`config.mk`:
```
export PLATFORM = sky130hd
export DESIGN_NAME = ptr_xchg_unit
export DESIGN_NICKNAME = d
export VERILOG_FILES = /design/src/rtl/pxu_pkg.sv /design/src/rtl/pxu_regfile.sv /design/src/rtl/pxu_step.sv /design/src/rtl/pxu_seq.sv /design/src/rtl/ptr_xchg_unit.sv
export SDC_FILE = /design/constraint.sdc
export NUM_CORES = 1
export LEC_CHECK = 0
export BUFFER_PORTS_ARGS = -buffer_cell sky130_fd_sc_hd__buf_2
export CORE_UTILIZATION = 55
export DETAILED_ROUTE_END_ITERATION = 8
export HOLD_SLACK_MARGIN = 0.1
export MAX_ROUTING_LAYER = met4
export PLACE_DENSITY = 0.85
export RECOVER_POWER = 25
export SYNTH_ARGS = -nofsm -noshare
export SYNTH_HDL_FRONTEND = slang
export SYNTH_SLANG_ARGS = --single-unit
```
`constraint.sdc`:
```
create_clock -name clk -period 4.5 [get_ports clk]
set_input_delay 1.125 -clock clk [delete_from_list [all_inputs] [get_ports clk]]
set_output_delay 1.125 -clock clk [all_outputs]
set_load 0.02 [all_outputs]
```
`src/rtl/pxu_pkg.sv`:
```
package pxu_pkg;
  typedef enum logic [1:0] {
    PX_IDLE = 2'd0,
    PX_RD   = 2'd1,
    PX_WR   = 2'd2
  } px_state_t;

  // host register selector values beyond the pointer indices
  function automatic int unsigned sel_j(input int unsigned nptr);
    return nptr;
  endfunction
  function automatic int unsigned sel_k(input int unsigned nptr);
    return nptr + 1;
  endfunction
endpackage

```
`src/rtl/pxu_regfile.sv`:
```
module pxu_regfile #(
  parameter int DW    = 16,
  parameter int NPTR  = 4,
  parameter int PSW   = $clog2(NPTR),
  parameter int CSELW = $clog2(NPTR + 2)
) (
  input  logic             clk,
  input  logic             rst_n,
  input  logic             host_we,
  input  logic [CSELW-1:0] host_sel,
  input  logic [DW-1:0]    host_data,
  input  logic             upd_en,
  input  logic [PSW-1:0]   upd_idx,
  input  logic [DW-1:0]    upd_val,
  output logic [NPTR*DW-1:0] ptr_flat,
  output logic [DW-1:0]    j_out,
  output logic [DW-1:0]    k_out
);
  import pxu_pkg::*;

  localparam int unsigned JSEL = sel_j(NPTR);
  localparam int unsigned KSEL = sel_k(NPTR);

  for (genvar g = 0; g < NPTR; g++) begin : g_ptr
    logic [DW-1:0] r;
    always_ff @(posedge clk or negedge rst_n) begin
      if (!rst_n)
        r <= '0;
      else if (upd_en && (upd_idx == PSW'(g)))
        r <= upd_val;
      else if (host_we && (host_sel == CSELW'(g)))
        r <= host_data;
    end
    assign ptr_flat[g*DW +: DW] = r;
  end

  always_ff @(posedge clk or negedge rst_n) begin
    if (!rst_n) begin
      j_out <= '0;
      k_out <= '0;
    end else if (host_we) begin
      if (host_sel == CSELW'(JSEL)) j_out <= host_data;
      if (host_sel == CSELW'(KSEL)) k_out <= host_data;
    end
  end
endmodule

```
`src/rtl/pxu_step.sv`:
```
module pxu_step #(
  parameter int DW    = 16,
  parameter int PHASE = 0
) (
  input  logic [DW-1:0] cur,
  input  logic [1:0]    code,
  input  logic [DW-1:0] step,
  output logic [DW-1:0] nxt
);
  if (PHASE == 0) begin : g_first
    always_comb begin
      unique case (code)
        2'b00:   nxt = cur;
        2'b01:   nxt = cur + DW'(1);
        2'b10:   nxt = cur - DW'(1);
        default: nxt = cur + step;
      endcase
    end
  end else begin : g_second
    always_comb begin
      unique case (code)
        2'b00:   nxt = cur + DW'(1);
        2'b01:   nxt = cur;
        2'b10:   nxt = cur + DW'(2);
        default: nxt = cur + step;
      endcase
    end
  end
endmodule

```
`src/rtl/pxu_seq.sv`:
```
module pxu_seq #(
  parameter int ZW = 4
) (
  input  logic          clk,
  input  logic          rst_n,
  input  logic          cmd_valid,
  input  logic [ZW-1:0] cmd_z,
  input  logic          cmd_x,
  output logic          cmd_ready,
  output logic          in_rd,
  output logic          in_wr,
  output logic          done,
  output logic [ZW-1:0] z_q,
  output logic          x_q
);
  import pxu_pkg::*;

  px_state_t st;

  always_ff @(posedge clk or negedge rst_n) begin
    if (!rst_n) begin
      st   <= PX_IDLE;
      z_q  <= '0;
      x_q  <= 1'b0;
      done <= 1'b0;
    end else begin
      done <= (st == PX_WR);
      unique case (st)
        PX_IDLE: if (cmd_valid) begin
          st  <= PX_RD;
          z_q <= cmd_z;
          x_q <= cmd_x;
        end
        PX_RD:   st <= PX_WR;
        default: st <= PX_IDLE;
      endcase
    end
  end

  assign cmd_ready = (st == PX_IDLE);
  assign in_rd     = (st == PX_RD);
  assign in_wr     = (st == PX_WR);
endmodule

```
`src/rtl/ptr_xchg_unit.sv`:
```
module ptr_xchg_unit #(
  parameter int  DW    = 16,
  parameter int  NPTR  = 4,
  localparam int PSW   = $clog2(NPTR),
  localparam int ZW    = PSW + 2,
  localparam int CSELW = $clog2(NPTR + 2),
  localparam int YW    = 2 * DW
) (
  input  logic               clk,
  input  logic               rst_n,
  input  logic               cmd_valid,
  output logic               cmd_ready,
  input  logic [ZW-1:0]      cmd_z,
  input  logic               cmd_x,
  output logic               done,
  input  logic               cfg_we,
  input  logic [CSELW-1:0]   cfg_sel,
  input  logic [DW-1:0]      cfg_wdata,
  input  logic               y_we,
  input  logic [YW-1:0]      y_wdata,
  output logic [YW-1:0]      y_q,
  output logic [NPTR*DW-1:0] ptr_q,
  output logic [DW-1:0]      j_q,
  output logic [DW-1:0]      k_q,
  output logic               mem_re,
  output logic               mem_we,
  output logic [DW-1:0]      mem_addr,
  output logic [DW-1:0]      mem_wdata,
  input  logic [DW-1:0]      mem_rdata
);
  logic          in_rd, in_wr;
  logic [ZW-1:0] z_q;
  logic          x_q;
  logic [PSW-1:0] idx;
  logic [DW-1:0] cur_ptr, nxt_first, nxt_second, upd_val;
  logic          host_ok;

  pxu_seq #(.ZW(ZW)) u_seq (
    .clk(clk), .rst_n(rst_n), .cmd_valid(cmd_valid), .cmd_z(cmd_z),
    .cmd_x(cmd_x), .cmd_ready(cmd_ready), .in_rd(in_rd), .in_wr(in_wr),
    .done(done), .z_q(z_q), .x_q(x_q)
  );

  assign idx     = z_q[ZW-1:2];
  assign cur_ptr = ptr_q[idx*DW +: DW];
  assign host_ok = cmd_ready;

  pxu_step #(.DW(DW), .PHASE(0)) u_step_a (
    .cur(cur_ptr), .code(z_q[1:0]), .step(j_q), .nxt(nxt_first)
  );
  pxu_step #(.DW(DW), .PHASE(1)) u_step_b (
    .cur(cur_ptr), .code(z_q[1:0]), .step(k_q), .nxt(nxt_second)
  );

  assign upd_val = in_rd ? nxt_first : nxt_second;

  pxu_regfile #(.DW(DW), .NPTR(NPTR), .PSW(PSW), .CSELW(CSELW)) u_rf (
    .clk(clk), .rst_n(rst_n),
    .host_we(cfg_we && host_ok), .host_sel(cfg_sel), .host_data(cfg_wdata),
    .upd_en(in_rd || in_wr), .upd_idx(idx), .upd_val(upd_val),
    .ptr_flat(ptr_q), .j_out(j_q), .k_out(k_q)
  );

  // y register: host load when idle, half refresh at the end of the write cycle
  always_ff @(posedge clk or negedge rst_n) begin
    if (!rst_n)
      y_q <= '0;
    else if (in_wr) begin
      if (x_q) y_q[YW-1:DW] <= mem_rdata;
      else     y_q[DW-1:0]  <= mem_rdata;
    end else if (y_we && host_ok)
      y_q <= y_wdata;
  end

  assign mem_re    = in_rd;
  assign mem_we    = in_wr;
  assign mem_addr  = cur_ptr;
  assign mem_wdata = x_q ? y_q[YW-1:DW] : y_q[DW-1:0];
endmodule

```
==> results of run 1 <==
-- registers in the layout (all words and copies together) (netlist names) --
register,flops
y_q,32
u_seq.done,1
u_seq.st,2
u_seq.z_q,4
u_rf.j_out,16
u_seq.x_q,1
u_rf.g_ptr.r,64
u_rf.k_out,16
-- final cells by class --
class,instances,area share [%]
Timing Repair Buffer,273,12.2
Tap cell,225,2.37
Multi-Input combinational cell,835,51.4
Clock buffer,23,4.02
Inverter,22,0.694
Clock inverter,9,0.757
Sequential cell,136,28.6
-- cells in the mapped netlist, drive strengths merged, types with 4 or more instances --
library cell	number	share of area [%]
xnor2	34	3.0
or4	6	0.45
buf	20	1.5
o31ai	5	0.38
nor2b	19	1.2
nor2	86	3.3
mux2	83	9.4
o21a	9	0.68
dfrtp	136	34
o22ai	8	0.51
a21oi	90	4.6
o21ai	72	3.6
nand4	7	0.81
a31oi	8	0.51
nand3	31	1.6
nor4	7	0.59
xor2	14	1.2
or2	4	0.25
a21o	10	0.76
clkbuf	46	1.8
mux4	18	4.2
or3	10	0.68
nor3	18	0.91
a211oi	20	1.5
inv	21	0.80
nand2	107	4.1
o211ai	8	0.61
a22oi	4	0.30
ha	39	4.9
nand2b	6	0.38
mux2i	65	6.6
and2	5	0.32
-- cells by family (layout without fill, tap and decap cells) --
kind of cell	after synthesis	count (layout)
simple gates	318	318
compound gates	261	261
mux	166	166
flops	136	136
buf+inv	88	327
xor+xnor	49	49
fa+ha+maj	41	41
-- layer usage --
layer | vias up | routed length, um
met3 | 124 | 3320
met4 | 0 | 1210
li1 | 4318 | -
met5 | - | 0
met2 | 615 | 15200
met1 | 4734 | 13600
-- per-stage QoR --
| step | hold WS [ps] | worst slack, ps | area (um2) |
|---|---|---|---|
| 3_3_place_gp | 515 | 537 | 11400 |
| 6_report | 536 | 235 | 11900 |
| 5_1_grt | 554 | 24.9 | 11900 |
| 4_1_cts | 541 | 314 | 11900 |
| 3_5_place_dp | 528 | 400 | 11400 |
| 2_1_floorplan | 491 | 717 | 9900 |
-- worst paths after layout --
| path | start | end | slack, ps | depth (start not counted) |
|---|---|---|---|---|
| worst min register to register | u_rf.k_out[7] | u_rf.k_out[7] | 540 | 1 |
| worst min-delay path | u_rf.k_out[7] | u_rf.k_out[7] | 540 | 1 |
| worst max-delay path | u_rf.j_out[7] | u_rf.g_ptr[1].r[15] | 240 | 15 |
| max in group asynchronous | rst_n | u_rf.j_out[10] | 950 | 2 |
| min in group asynchronous | rst_n | y_q[6] | 1430 | 1 |
| worst max register to register | u_rf.j_out[7] | u_rf.g_ptr[1].r[15] | 240 | 15 |
-- cell usage in the layout, fill, tap and decap left out, types with 34 or more instances in the layout --
| cell | n |
|---|---|
| dfrtp_1 | 136 |
| nand2_1 | 107 |
| ha_1 | 38 |
| buf_2 | 238 |
| a21oi_1 | 88 |
| xnor2_1 | 34 |
| nor2_1 | 86 |
| mux2i_1 | 65 |
| mux2_2 | 83 |
| o21ai_0 | 61 |
==> results, run 1 <==
- The count of flip-flops with a built-in enable after synthesis is 0.
- The fraction of the mapped netlist area in compound gates is 16.0%.
- The tool flagged a number of max-cap violations equal to 2.
- The critical path in this run is classified as reg -> reg.
- The cell with the largest stage delay on the worst path is or4_1.
- The multiplexer area fraction after synthesis is 20.2%.
- Sequential cells were found to cover 34.4% of the synthesized design area.
- After global routing the overflow that remains totals 0.
- Global routing used 38.1% of the available tracks across all layers.
- STA classifies the critical path startpoint as a flip-flop.
- The placeable core area is 17400 um2.
- Of the available clock period, the critical path in the final layout requires 94.8%.
- Clock-pin slew was measured on the worst setup and hold paths at 60 ps.
- The hold violation count in the final report was 0.
- The met3 layer usage reported by global route is 8.17%.
- The first routing iteration left 1257 violations.
- The clock passes through at most 2 buffers.
- The final antenna-violating net count is 0.
- Synthesis instantiated 76 different standard cells from the library.
- Walking the worst path, the cells encountered are or4_1 > or3_1 > or4_1 > nor3_1 > xnor2_1 > nand2_1 > ha_1 > nand3_1 > nor2_1 > a21o_1 > a211oi_1 > xnor3_1 > o22ai_1 > a31oi_1 > o21ai_0.
- The area of the die is 18500 um2.
- In the routed design, unresolved DRC markers number 0.
- A synthesized cell averages 9.35 um2.
- The total of hold buffers inserted after clock tree synthesis is 0.
- The count of placed standard cells in the final layout, fillers left out is 1523.
- The tightest min-delay check is of the reg -> reg type.
- The final route contains 9791 vias.
- Once the floorplan was initialized, standard cells occupied 56.8% of the core.
- Grouping stages by cell kind, the critical path spends the most delay in simple AND/OR/NAND/NOR gates.
- In this run the tightest slew margin relative to its limit is -58.8%.
- The total placed cells including tap cells is 1491.
- After detailed routing, the number of vias per cell comes to 6.43.
- Summing all flip-flop and latch instances after layout gives 3400 um2.
- The number of clock buffers added by TritonCTS is 17.
- The initial antenna violation count came to 0.
- The clock reaches the later pin of the worst-skew pair after 420 ps.
- The cell area that synthesis handed to floorplanning was 9900 um2.
- The synthesized netlist cell count is 1059.
- From synthesis to final layout, the design area changed by 20.2%.
- The final-layout setup total negative slack is 0 ps.
- The fmax is 234 MHz.
- Of all nets on the critical path, the largest fanout is 5.
- The post-CTS setup-driven buffer insertion count is 0.
- The routed design could run at a clock period as short as 4260 ps.
- The number of buffer and inverter instances along the worst setup path is 0.
- The average wire length per cell after detail routing is 21.9 um.
- After synthesis the netlist holds a flip-flop and latch count of 136.
- The number of iterations in the first detailed-routing pass is 8.
- Of the total synthesized cell area, the portion taken by AND, OR, NAND and NOR gates is 15.5%.
- The share of layout cells above drive strength 1 is 32.2%.
- The max-slew violation count was 124.
- The first global-routing pass estimated 51900 um of wire.
- 241 I/O pins were placed.
- The dominant synthesized flop cell is dfrtp_1.
- The transition at the pin with the smallest max-transition slack is 2380 ps.
- The area of the multi-input gates is 6110 um2.
- The fraction of registers with async set or reset after synthesis is 100%.
- The global-route track usage on met1 is 51.8%.
- The synthesis warning total is 0.
- The run finished, with violations left.
- The layout net count is 1403.
- The die is 136 um wide.
- Summed over all layers, the routed wires come to 33400 um.
- Global routing consumed, on the met2 layer, 56.1% of the routing resources.
- The tree built by TritonCTS fans out to 136 sinks.
- The synthesized net count is 1177.
- The antenna diode count is 0.
- The worst clock skew on the final layout is 6.15 ps.
- The post-CTS resize count is 0.
- The synthesized netlist devotes 4.47% of its cell area to XOR and XNOR gates.
- The final RePlAce weighted congestion is 1.10.
- The height of the die is 136 um.
- The peak per-stage delay on the critical path is 610 ps.
- The filler cells instantiated in the layout total 1376.
- Entering global routing, the biggest net connects 95 pins.
- The via count of the first global-routing pass came to 9275.
- The final-report setup violation count is 0.
- TritonCTS built the clock tree.
- The adder and majority gate portion of the synthesized area is 5.33%.
- The required time at the endpoint of the critical path is 4780 ps.
- The sum of net half-perimeters after detailed placement is 24700 um.
- Data on the critical path arrives at its endpoint at 4550 ps.
- CTS built an H-tree with a depth of 4.
- The count of input and output buffers is 240.
- The layer with the highest usage is met2.
- The utilization of the core after routing is 68.3%.
- STA classifies the critical path endpoint as a flip-flop.
- After synthesis, the largest family of logic cells by area is multiplexers.
- Setup repair after global routing left no endpoint under its margin.
- The cell seen most often among critical-path stages is or4_1.
- The floorplan has 48 rows.
- The root cell of the clock tree is clkbuf_16.
- The checks that failed: capacitance limit, slew limit.
Power of run 1 is not shown: default switching activity piles up to over one toggle a cycle in this logic, so the estimate is an artifact.
==> inputs of run 2 (changes only) <==
CORE_UTILIZATION = 30   (was 55)
PLACE_DENSITY = 0.53   (was 0.85)
==> run 2 against run 1 <==
Net effect:
- critical path depth unchanged
- wire length increased by 4.8%
- sequential share of layout area decreased by 0.78 points
- count of clock-buffer cells in the layout decreased by 1
- the flow still finishes with violations (capacitance limit, slew limit)
- first-iteration DRC count decreased by 54%
- highest routed layer unchanged
- hold slack improved by 7.6 ps
- global-route usage decreased by 17 points
- cell area increased by 2.8%
- worst setup slack improved by 130 ps
- clock skew increased by 3.9 ps
- non-clock buffer count increased by 1
==> results, run 2 (synthesized netlist as in run 1, its figures left out) <==
- The post-CTS setup-driven buffer insertion count is 0 (unchanged).
- The maximum level of the CTS H-tree came to 4 (unchanged).
- The height of the die is 184 um (+35%).
- The checks that failed: capacitance limit, slew limit.
- The most common library cell in the layout ignoring fill and taps is buf_2.
- The number of iterations in the first detailed-routing pass came to 5 (-3).
- The max-slew violation count is 90 (-27%).
- The required time at the endpoint of the critical path is 4790 ps (about the same).
- The layout net count is 1404 (+0.071%).
- The total overflow reported by the global router is 0 (unchanged).
- The largest net degree at the start of global routing was 90 (-5.3%).
- The final-layout setup total negative slack is 0 ps (unchanged).
- The global-route wire length before repair is 53000 um (+2.0%).
- The max-cap violation count is 1 (-1).
- The cell row count is 66 (+38%).
- The largest registers in the layout are u_rf.g_ptr.r: 64 flops, y_q: 32 flops.
- The final wirelength came to 35000 um (+4.8%).
- The initial antenna violation count came to 1 (+1).
- The critical path in this run is classified as reg -> reg.
- The die span in x was 184 um (+35%).
- The number of buffers created by CTS is 17 (unchanged).
- The final-report setup violation count came to 0 (unchanged).
- Relative to the synthesized area, the layout overhead comes to 23.6%.
- The post-CTS resize count is 0 (unchanged).
- The time the worst path needs with I/O delays and setup is 4140 ps (-126 ps).
- The start point of the critical path is u_rf.j_out[7].
- The final worst-path cycle share came to 92.0% (-2.8 points).
- Ranked by flip-flop count, first place goes to u_rf.g_ptr.r.
- Setup repair after global routing left no endpoint under its margin.
- The flow ran to the end, but the final reports show violations.
- The total of hold buffers inserted after clock tree synthesis is 0 (unchanged).
- The global-route total usage across every layer is 21.5% (-17 points).
- The TritonCTS clock tree is done.
- The number of vias per cell was 5.27 (-18%).
- The worst register-to-register path begins at u_rf.j_out[7].
- The I/O pin count is 241 (unchanged).
- The final antenna-violating net count is 0 (unchanged).
- The worst flop-to-flop path endpoint is u_rf.g_ptr[3].r[15].
- The fill cell instance count of the final layout is 3370 (+140%).
- The number of buffers on the longest clock path is 2 (unchanged).
- The endpoint arrival time on the critical path is 4430 ps (-120 ps).
- The worst clock skew on the final layout is 10.1 ps (+3.94 ps).
- The count of input and output buffers is 240 (unchanged).
- The sort of element at the end of the critical path is a flip-flop.
- The worst setup path endpoint is u_rf.g_ptr[3].r[15].
- The routed via count is 9184 (-6.2%).
- CTS placed an instance of clkbuf_16 at the clock tree root.
- The worst-case setup margin in the final layout was 361 ps (+126 ps).
- In the layout the commonest cells are 238 x buf_2, 136 x dfrtp_1, 107 x nand2_1.
- The cell depth of the worst flop-to-flop path is 15 (unchanged).
- The average wire length per cell after detail routing is 20.1 um (-8.4%).
- The share of layout cells above drive strength 1 was 32.4% (+0.21 points).
- The number of design-rule violations left by the first detailed-router iteration is 579 (-54%).
- The flip-flop count of the largest register after layout was 64 (unchanged).
- The clock transition at the registers of the reported paths is 60 ps (about the same).
- The fmax is 242 MHz (+3.0%).
- The count of placed standard cells in the final layout, fillers left out is 1742 (+14%).
- The DRC violation count after routing was 0 (unchanged).
- The starting utilization of the core area is 30.4% (-26 points).
- The sum of net half-perimeters after detailed placement is 27100 um (+9.6%).
- The launching element type of the critical path is a flip-flop.
- The placeable core area was 32500 um2 (+87%).
- The pre-CTS setup slack is 395 ps (-5.00 ps).
- The type of the worst min-delay path is reg -> reg.
- The maximum fanout count along the critical path is 5 (unchanged).
- The area of the die came to 33700 um2 (+82%).
- The transition at the pin with the smallest max-transition slack is 2280 ps (-99.7 ps).
- The total placed cells including tap cells is 1709 (+15%).
- The via count of the first global-routing pass was 8544 (-7.9%).
- The hold violation count in the final report was 0 (unchanged).
- The setup slack of the most critical reg-to-reg path came to 360 ps (+130 ps).
- The number of sinks handled by clock tree synthesis came to 136 (unchanged).
- The clock latency at the later pin of the worst-skew pair came to 430 ps (about the same).
- The worst slew margin relative to its limit is -52.2% (+6.6 points).
- The final RePlAce weighted congestion is 0.910 (-17%).
-- run 2: cell type report --
type | count | area, um2 | share of cell area [%]
repair buffers | 274 | 1470 | 12.0
inverters | 22 | 82.6 | 0.675
clock buffers | 22 | 474 | 3.88
well taps | 442 | 553 | 4.52
clock inverters | 10 | 143 | 1.17
multi-input cells | 835 | 6110 | 50.0
diodes | 1 | 2.50 | 0.0205
flip-flops and latches | 136 | 3400 | 27.8
-- run 2: how the worst min path moves through the flow --
stage,depth (start not counted),slack (ps),from,to
finish,1,540,u_rf.k_out[4],u_rf.k_out[4]
global route,1,570,u_rf.k_out[8],u_rf.k_out[8]
CTS,1,550,u_rf.k_out[4],u_rf.k_out[4]
detailed placement,1,530,u_rf.k_out[4],u_rf.k_out[4]
global placement,2,520,u_seq.st[0],u_seq.st[0]
floorplan,2,490,u_seq.st[0],u_seq.st[0]
-- run 2: per-layer routing --
metal,wire (um),track usage [%],part of all wire [%],up-vias
met2,16300,32.2,47,263
met5,0,-,0,-
li1,-,-,-,4339
met1,16400,30.2,47,4563
met4,286,4.37,0.82,0
met3,1950,3.72,5.6,19
-- run 2: critical path, stage by stage, from the launching register on --
cell and delay (ps):
dfrtp_1 410, or4_1 640, or3_1 420, or4_1 450, nor3_1 230, xnor2_1 150
nand2_1 70, ha_1 320, nand3_1 90, nor2_1 50, a21o_1 170, a211oi_1 230
xnor3_1 230, o22ai_1 100, a31oi_1 310, o21ai_0 130
-- run 2: metrics by stage --
stage,area (um2),hold WS [ps],utilization [%]
global route,12200,566,37.6
finish,12200,544,37.6
floorplan,9900,491,-
global placement,11600,518,35.8
CTS,12300,546,37.7
detailed placement,11600,531,35.8
Power of run 2 is left out for the same reason.
==> inputs of run 3 (changes only) <==
REMOVE_ABC_BUFFERS = 1   (was not set)
==> run 3 against run 2 <==
Net effect:
- the flow still finishes with violations (capacitance limit, slew limit)
- largest cell class unchanged
- count of clock-buffer cells in the layout down 3
- hold slack worse by 8.2 ps
- core utilization down 0.096 points
- critical path type unchanged
- sequential cell count unchanged
- sequential share of layout area up 0.071 points
- non-clock buffer count unchanged
- die area unchanged
- first-iteration DRC count up 16%
- critical path depth unchanged
==> results, run 3 (synthesized netlist as in run 1, its figures left out) <==
- The run finished, with violations left.
- The final reports fail on capacitance limit, slew limit.
- The final RePlAce weighted congestion came to 0.951 (+4.5%).
- The worst-case setup margin in the final layout is 326 ps (-35.4 ps).
- The die span in x is 184 um (unchanged).
- The number of sinks handled by clock tree synthesis is 136 (unchanged).
- The global-route total usage across every layer came to 21.6% (+0.13 points).
- The critical path start-end classification is reg -> reg.
- The area of the die came to 33700 um2 (unchanged).
- The hold violation count in the final report is 0 (unchanged).
- The number of vias per cell is 5.28 (+0.14%).
- The layout net count is 1404 (unchanged).
- The routed via count is 9186 (+0.022%).
- The total placed cells including tap cells is 1709 (unchanged).
- The final worst-path cycle share is 92.8% (+0.79 points).
- The placeable core area was 32500 um2 (unchanged).
- The placed standard-cell area came to 11600 um2 (-0.22%).
- The final wirelength is 35000 um (-0.15%).
- The total overflow reported by the global router is 0 (unchanged).
- The worst clock skew on the final layout was 12.4 ps (+2.33 ps).
- The number of iterations in the first detailed-routing pass came to 7 (+2).
- More flip-flops sit in one register than any other, and that register is u_rf.g_ptr.r.
- The number of buffers created by CTS is 17 (unchanged).
- The max-cap violation count is 2 (+1).
- The final antenna-violating net count is 0 (unchanged).
- The count of input and output buffers was 240 (unchanged).
- The transition at the pin with the smallest max-transition slack is 2220 ps (-64.5 ps).
- The final instance area is 12200 um2 (-0.26%).
- The endpoint arrival time on the critical path is 4520 ps (+90 ps).
- The launching element type of the critical path is a flip-flop.
- The min-delay analysis places its worst path in the category reg -> reg.
- The clock latency at the later pin of the worst-skew pair is 440 ps (about the same).
- The global-route wire length before repair is 53600 um (+1.3%).
- STA classifies the critical path endpoint as a flip-flop.
- The root cell of the clock tree is clkbuf_16.
- In the layout the commonest cells are 239 x buf_2, 136 x dfrtp_1, 107 x nand2_1.
- The total of hold buffers inserted after clock tree synthesis is 0 (unchanged).
- The final-report setup violation count is 0 (unchanged).
- The max-slew violation count is 113 (+26%).
- The cell row count is 66 (unchanged).
- The clock transition at the registers of the reported paths is 60 ps (about the same).
- The maximum level of the CTS H-tree is 4 (unchanged).
- The TritonCTS clock tree is done.
- The number of buffers on the longest clock path is 2 (unchanged).
- The initial antenna violation count came to 1 (unchanged).
- The starting utilization of the core area is 30.4% (unchanged).
- The most common library cell in the layout ignoring fill and taps is buf_2.
- The I/O pin count is 241 (unchanged).
- The pre-CTS setup slack is 333 ps (-62.0 ps).
- The sum of net half-perimeters after detailed placement is 26900 um (-0.64%).
- The area added between synthesis and finish is 23.3%.
- The time the worst path needs with I/O delays and setup came to 4170 ps (+35.4 ps).
- The worst slew margin relative to its limit is -47.9% (+4.3 points).
- The number of design-rule violations left by the first detailed-router iteration is 672 (+16%).
- The share of layout cells above drive strength 1 is 32.3% (-0.10 points).
- The DRC violation count after routing is 0 (unchanged).
- The final-layout setup total negative slack came to 0 ps (unchanged).
- The largest net degree at the start of global routing is 81 (-10%).
- The via count of the first global-routing pass was 8930 (+4.5%).
- The largest registers in the layout are u_rf.g_ptr.r: 64 flops, y_q: 32 flops.
- The post-CTS resize count is 0 (unchanged).
- Setup repair after global routing left no endpoint under its margin.
- The count of placed standard cells in the final layout, fillers left out came to 1740 (-0.11%).
- The flip-flop count of the largest register after layout is 64 (unchanged).
- The maximum fanout count along the critical path was 5 (unchanged).
- The fmax is 240 MHz (-0.85%).
- The required time at the endpoint of the critical path was 4850 ps (+60 ps).
- The post-CTS setup-driven buffer insertion count was 0 (unchanged).
- The height of the die was 184 um (unchanged).
- The average wire length per cell after detail routing is 20.1 um (about the same).
[run 3: changes by cell type in the layout (fill, tap and decap cells not counted), sizes merged]
cell,before,now
clkinv,6,5
buf,271,270
clkbuf,25,23
clkinvlp,1,3
[run 3: path summary, 6_finish.rpt]
check                              startpoint                  end  slack, ps  depth (start not counted)
worst max-delay path            u_rf.j_out[7]  u_rf.g_ptr[1].r[15]        330                         15
min in group asynchronous               rst_n        u_rf.k_out[2]       1350                          1
worst max register to register  u_rf.j_out[7]  u_rf.g_ptr[1].r[15]        330                         15
worst min-delay path              u_seq.st[0]          u_seq.st[0]        540                          2
worst min register to register    u_seq.st[0]          u_seq.st[0]        540                          2
max in group asynchronous               rst_n  u_rf.g_ptr[2].r[11]       1310                          2
[run 3: worst max-delay path, cell delays in order (launching register included)]
cell and delay [ps]:
dfrtp_1 420, or4_1 670, or3_1 420, or4_1 460, nor3_1 240, xnor2_1 150
nand2_1 70, ha_1 320, nand3_1 100, nor2_1 50, a21o_1 170, a211oi_1 290
xnor3_1 270, o22ai_1 160, a31oi_2 90, o21ai_0 190
[run 3: per-layer routing]
| metal | vias up | GRT usage (%) | share of wire (%) | routed length (um) |
|---|---|---|---|---|
| li1 | 4335 | - | - | - |
| met1 | 4461 | 26.8 | 43 | 15100 |
| met2 | 346 | 35.5 | 49 | 17000 |
| met3 | 44 | 4.20 | 6.1 | 2140 |
| met4 | 0 | 6.30 | 1.9 | 673 |
| met5 | - | - | 0 | 0 |
[run 3: layout make-up]
type | count | area, um2
well taps | 442 | 553
repair buffers | 274 | 1450
clock inverters | 11 | 149
flip-flops and latches | 136 | 3400
inverters | 22 | 82.6
multi-input cells | 835 | 6120
clock buffers | 19 | 453
diodes | 1 | 2.50
fillers | 3365 | 20300
[run 3: metrics by stage]
| stage | hold WS (ps) | util [%] |
|---|---|---|
| 2_1_floorplan | 491 | - |
| 3_3_place_gp | 512 | 35.7 |
| 3_5_place_dp | 532 | 35.7 |
| 4_1_cts | 549 | 37.5 |
| 5_1_grt | 566 | 37.5 |
| 6_report | 536 | 37.5 |
Power of run 3 is left out for the same reason.
